[config.mk]
export PLATFORM = sky130hd
export DESIGN_NAME = ep0_xfer_tracker
export DESIGN_NICKNAME = d
export VERILOG_FILES = /design/src/rtl/ep0_xfer_tracker.sv
export SDC_FILE = /design/constraint.sdc
export NUM_CORES = 1
export LEC_CHECK = 0
export CAP_MARGIN = 20
export CELL_PAD_IN_SITES_DETAIL_PLACEMENT = 1
export CELL_PAD_IN_SITES_GLOBAL_PLACEMENT = 2
export CORE_UTILIZATION = 19
export CTS_CLUSTER_SIZE = 14
export DETAILED_ROUTE_END_ITERATION = 8
export PLACE_DENSITY = 0.92
export SLEW_MARGIN = 20
export SYNTH_ARGS = -nofsm -noshare
export SYNTH_HDL_FRONTEND = slang
export SYNTH_SLANG_ARGS = --single-unit
[constraint.sdc]
create_clock -name clk -period 6.3 [get_ports clk]
set_input_delay 1.89 -clock clk [delete_from_list [all_inputs] [get_ports clk]]
set_output_delay 1.89 -clock clk [all_outputs]
set_load 0.005 [all_outputs]
[src/rtl/ep0_xfer_tracker.sv]
module ep0_xfer_tracker (
  input  logic        clk,
  input  logic        rst_n,
  input  logic        reg_wr,
  input  logic [31:0] reg_wdata,
  output logic [31:0] reg_rdata,
  input  logic        ep_en_set,
  output logic        ep_en,
  input  logic        sg_mode,
  input  logic        pkt_commit,
  input  logic [6:0]  pkt_len,
  input  logic        pkt_setup,
  output logic        xfer_done,
  output logic        done_flag,
  output logic        setup_ovf
);
  localparam int SZ_W = 7;

  logic [1:0]      sup_q;
  logic            pkt_q;
  logic [SZ_W-1:0] size_q;

  wire sw_ok   = reg_wr && !sg_mode;
  wire load    = sw_ok && !ep_en;
  wire take    = pkt_commit && ep_en;
  wire finish  = ep_en && (size_q == '0 || !pkt_q);
  wire [SZ_W:0] diff = {1'b0, size_q} - {1'b0, pkt_len};
  wire [SZ_W-1:0] size_nx = diff[SZ_W] ? '0 : diff[SZ_W-1:0];

  assign reg_rdata = sg_mode ? 32'd0 : {1'b0, sup_q, 9'd0, pkt_q, 12'd0, size_q};

  always_ff @(posedge clk) begin
    if (!rst_n) begin
      sup_q <= '0; pkt_q <= 1'b0; size_q <= '0;
      ep_en <= 1'b0; xfer_done <= 1'b0; done_flag <= 1'b0; setup_ovf <= 1'b0;
    end else begin
      setup_ovf <= take && pkt_setup && sup_q == '0;
      xfer_done <= finish && size_q == '0;
      if (finish && size_q == '0) done_flag <= 1'b1;
      else if (sw_ok && reg_wdata[31]) done_flag <= 1'b0;
      if (finish) ep_en <= 1'b0;
      else if (ep_en_set) ep_en <= 1'b1;
      if (load) begin
        sup_q  <= reg_wdata[30:29];
        pkt_q  <= reg_wdata[19];
        size_q <= reg_wdata[SZ_W-1:0];
      end else if (take) begin
        size_q <= size_nx;
        pkt_q  <= 1'b0;
        if (pkt_setup && sup_q != '0) sup_q <= sup_q - 2'd1;
      end
    end
  end

  assert_hold_armed_R3: assert property (@(posedge clk) disable iff (!rst_n)
    (ep_en && !pkt_commit) |=> ($stable(size_q) && $stable(sup_q) && $stable(pkt_q)));

  assert_sg_locked_R4: assert property (@(posedge clk) disable iff (!rst_n)
    (sg_mode && !ep_en) |=> ($stable(size_q) && $stable(sup_q) && $stable(pkt_q)));

  assert_size_down_R5: assert property (@(posedge clk) disable iff (!rst_n)
    (pkt_commit && ep_en) |=> (size_q <= $past(size_q)));

  assert_pkt_cleared_R6: assert property (@(posedge clk) disable iff (!rst_n)
    (pkt_commit && ep_en) |=> !pkt_q);

  assert_ovf_cause_R8: assert property (@(posedge clk) disable iff (!rst_n)
    setup_ovf |-> ($past(sup_q) == 2'd0 && sup_q == 2'd0));

  assert_done_disarms_R9: assert property (@(posedge clk) disable iff (!rst_n)
    xfer_done |-> !ep_en);

  assert_done_single_R10: assert property (@(posedge clk) disable iff (!rst_n)
    xfer_done |=> !xfer_done);

  assert_flag_follows_R11: assert property (@(posedge clk) disable iff (!rst_n)
    xfer_done |-> done_flag);

  assert_idle_commit_R12: assert property (@(posedge clk) disable iff (!rst_n)
    (!ep_en && !reg_wr) |=> ($stable(size_q) && $stable(sup_q) && $stable(pkt_q)));
endmodule

==> flow_metrics.py <==
metrics = {
    "floorplanning": {
        "die_w_um": 79.96,
        "num_io_pins": 82,
        "die_h_um": 79.96,
        "rows": 28,
        "initial_utilization": 0.1962,
        "core_area_mm2": 0.005886,
        "dieArea_mm2": 0.006394,
    },
    "min_path": {
        "hold_class": "flip-flop to flip-flop",
    },
    "sta": {
        "rsz0062_at_grt": "no",
        "setup_violations": 0,
        "slew-limit-headroom": 0.6076,
        "fin_crit_sh": 0.8280,
        "final_max_slew_viol_count": 0,
        "final_hold_viol_count": 0,
        "holdWs_ns": 0.5046,
        "period_needed_ns": 5.217,
        "tightest_slew_ns": 0.5860,
        "max_freq_mhz": 191.7,
        "skew_ns": 0.002030,
        "setup_tns_ns": 0,
    },
    "drt": {
        "drc_errors": 0,
        "dr.pass1.iters": 2,
        "routed_wl_um": 2991,
        "vias": 1059,
        "initialDrtViolationCount": 17,
        "wl_per_cell_um": 11.64,
        "ant_nets": 0,
        "via_per_inst": 4.121,
    },
    "clocking": {
        "cts_inserted_buffers": 3,
        "ctsResizeCount": 0,
        "holdBufCountCts": 0,
        "ctsRootBufferMaster": "clkbuf_8",
        "clock-sinks": 14,
        "clockBufferDepth": 2,
        "cts_setup_buffers": 0,
        "clk-insertion-delay-late_ns": 0.25,
        "htreeDepth": 1,
        "cts_tree": "done",
        "cts.clk_slew.worst_paths_ns": 0.06,
    },
    "setup_path": {
        "critical_path_class": "input port to output pin",
        "crit_chain": "clkdlybuf4s50_1 -> nor2b_1 -> clkdlybuf4s50_1",
        "reg2reg_to": "size_q[6]$_SDFFE_PN0P_",
        "arrival_ns": 3.33,
        "worstPathRequired_ns": 4.41,
        "cp-start-kind": "input port",
        "timing.critical_path.fanout_max": 13,
        "crit_slowest_cell": "clkdlybuf4s50_1",
        "crit_path_end_kind": "output pin",
        "startpoint": "sg_mode",
        "cp_common_cell": "clkdlybuf4s50_1",
        "endpoint": "reg_rdata[2]",
        "r2r-start": "size_q[0]$_SDFFE_PN0P_",
        "r2r_slack_ns": 4.23,
        "critPathMaxStageDelay_ns": 0.66,
        "reg2reg_depth": 9,
    },
    "synthesis": {
        "synthAdderAreaFrac": 0.1040,
        "synthMuxAreaShare": 0,
        "synth-simple-area-share": 0.2535,
        "syn_area_mm2": 0.001155,
        "ys_ff_latch": 14,
        "syn_area_per_cell_um2": 7.965,
        "synth_xor_area_frac": 0.03792,
        "ys_seq_area_frac": 0.2427,
        "synth_top_family_by_area": "simple AND/OR/NAND/NOR gates",
        "yosysUniqueCellTypes": 37,
        "synth_warnings": 0,
        "synthesis.instances": 145,
        "synth_compound_area_frac": 0.1625,
    },
    "run": {
        "drv_cap": 0,
    },
    "power_and_ir_drop": {
        "p_clk_frac": 0.345,
        "p_leak_nw": 0.6415,
        "ir_worst_vdd_mv": 0.08921,
        "combPwrFrac": 0.270,
        "p_seq_frac": 0.385,
        "power.net_switching_w": 0.00007023,
        "sw_frac_of_total": 0.2747,
        "intPower_w": 0.0001854,
        "powerDensity_mw_per_mm2": 162.0,
    },
    "placement": {
        "routabilityCongestion": 0.7642,
        "dp_hpwl_um": 2418,
        "port_buffers": 38,
    },
    "finish": {
        "seq_area_um2": 280.3,
        "nets": 238,
        "final_common_cell": "clkdlybuf4s50_1",
        "area_growth_pct": 36.62,
        "mostFrequentLayoutCells": "clkdlybuf4s50_1, conb_1, nand2_1, dfxtp_1, inv_1",
        "diodes": 0,
        "layout-drive-gt1-share": 0.06593,
        "multi_input_area_um2": 726.9,
        "fill_cells": 712,
    },
    "grt": {
        "antenna_found_initial": 0,
        "grt_max_degree": 14,
        "grt_pass1_vias": 1051,
        "grt_pass1_wl_um": 4609,
        "overflow": 0,
        "grt_usage": 0.09297,
    },
    "status": {
        "status": "finished clean",
    },
}
-- stage by stage --
| step | instance area (µm²) | setup slack (ns) | power (W) | utilization | cells |
|---|---|---|---|---|---|
| CTS | 1578 | 1.045 | 0.0002571 | 0.2681 | 257 |
| floorplan | 1234 | 2.163 | 0.0001485 | - | 166 |
| global route | 1578 | 0.9935 | 0.0002686 | 0.2681 | 257 |
| detailed placement | 1523 | 1.053 | 0.0001696 | 0.2587 | 253 |
| global placement | 1523 | 1.071 | 0.0001684 | 0.2587 | 253 |
| finish | 1578 | 1.083 | 0.0002557 | 0.2681 | 257 |
-- worst min path at each step --
stage,endpoint,startpoint,cells past startpoint
after floorplan,pkt_q$_SDFFE_PN0P_,pkt_q$_SDFFE_PN0P_,2
after global placement,pkt_q$_SDFFE_PN0P_,pkt_q$_SDFFE_PN0P_,2
after detailed placement,done_flag$_SDFFE_PN0P_,done_flag$_SDFFE_PN0P_,2
after CTS,pkt_q$_SDFFE_PN0P_,pkt_q$_SDFFE_PN0P_,2
after global routing,pkt_q$_SDFFE_PN0P_,pkt_q$_SDFFE_PN0P_,2
final,pkt_q$_SDFFE_PN0P_,pkt_q$_SDFFE_PN0P_,2
-- Yosys cell counts (all sizes together) --
| cell type | number | area, µm² |
|---|---|---|
| ha | 8 | 100.1 |
| conb | 1 | 3.750 |
| buf | 25 | 181.4 |
| nor3b | 2 | 25.02 |
| o21a | 1 | 7.510 |
| and2 | 1 | 6.260 |
| inv | 11 | 41.29 |
| o221a | 1 | 11.26 |
| clkbuf | 1 | 3.750 |
| nand2b | 3 | 18.77 |
| dfxtp | 14 | 280.3 |
| and3 | 1 | 6.260 |
| nand2 | 15 | 63.81 |
| and4 | 1 | 8.760 |
| nand3b | 2 | 15.01 |
| or4 | 1 | 7.510 |
| nor2b | 8 | 52.55 |
| o21ai | 1 | 5.000 |
| o211ai | 2 | 15.01 |
| a211oi | 3 | 32.53 |
| o32ai | 2 | 17.52 |
| a31oi | 5 | 31.28 |
| nor2 | 10 | 37.54 |
| a22oi | 1 | 7.510 |
| a21oi | 9 | 45.04 |
| fa | 1 | 20.02 |
| or3b | 1 | 8.760 |
| xor2 | 4 | 35.03 |
| nor4 | 1 | 12.51 |
| o21bai | 2 | 15.01 |
| nand3 | 6 | 30.03 |
| xnor2 | 1 | 8.760 |
-- sequential cells by signal (all words and copies together) (netlist names) --
signal and flops:
done_flag 1, ep_en 1, pkt_q 1, setup_ovf 1
size_q 7, sup_q 2, xfer_done 1
-- final cells by class --
| type | instances | share of cell area |
|---|---|---|
| clock buffer | 4 | 0.03489 |
| multi-input combinational | 115 | 0.4607 |
| sequential | 14 | 0.1776 |
| inverter | 11 | 0.02617 |
| timing repair buffer | 38 | 0.2411 |
| tap | 75 | 0.05948 |
-- power groups by stage --
stage          logic [W]  registers, W  clock network, W
2_1_floorplan  0.0000502     0.0000982                 0
3_3_place_gp   0.0000682      0.000100                 0
3_5_place_dp   0.0000691      0.000100                 0
4_1_cts        0.0000697     0.0000987         0.0000888
5_1_grt        0.0000774     0.0000992         0.0000920
6_report       0.0000689     0.0000984         0.0000883
-- logic make-up (layout without fill, tap and decap cells) --
family	count (synthesis)	after routing
simple gates	52	52
buf+inv	37	53
compound gates	27	27
flops	14	14
fa+ha+maj	9	9
xor+xnor	5	5
other cells	1	22
-- worst max-delay path, delay by kind of cell --
family / cells / cell delay, ns
and+or+nand+nor: 1 / 0.25
buffers and inverters: 2 / 1.19
-- metal layers --
layer,GRT usage,vias to the layer above,share of wire
met1,0.1035,484,0.42
met2,0.1684,47,0.48
met4,0.03750,0,0.017
li1,-,524,-
met5,0,-,0
met3,0.02171,4,0.083
Note: power is estimated with default switching activity, not from simulation.
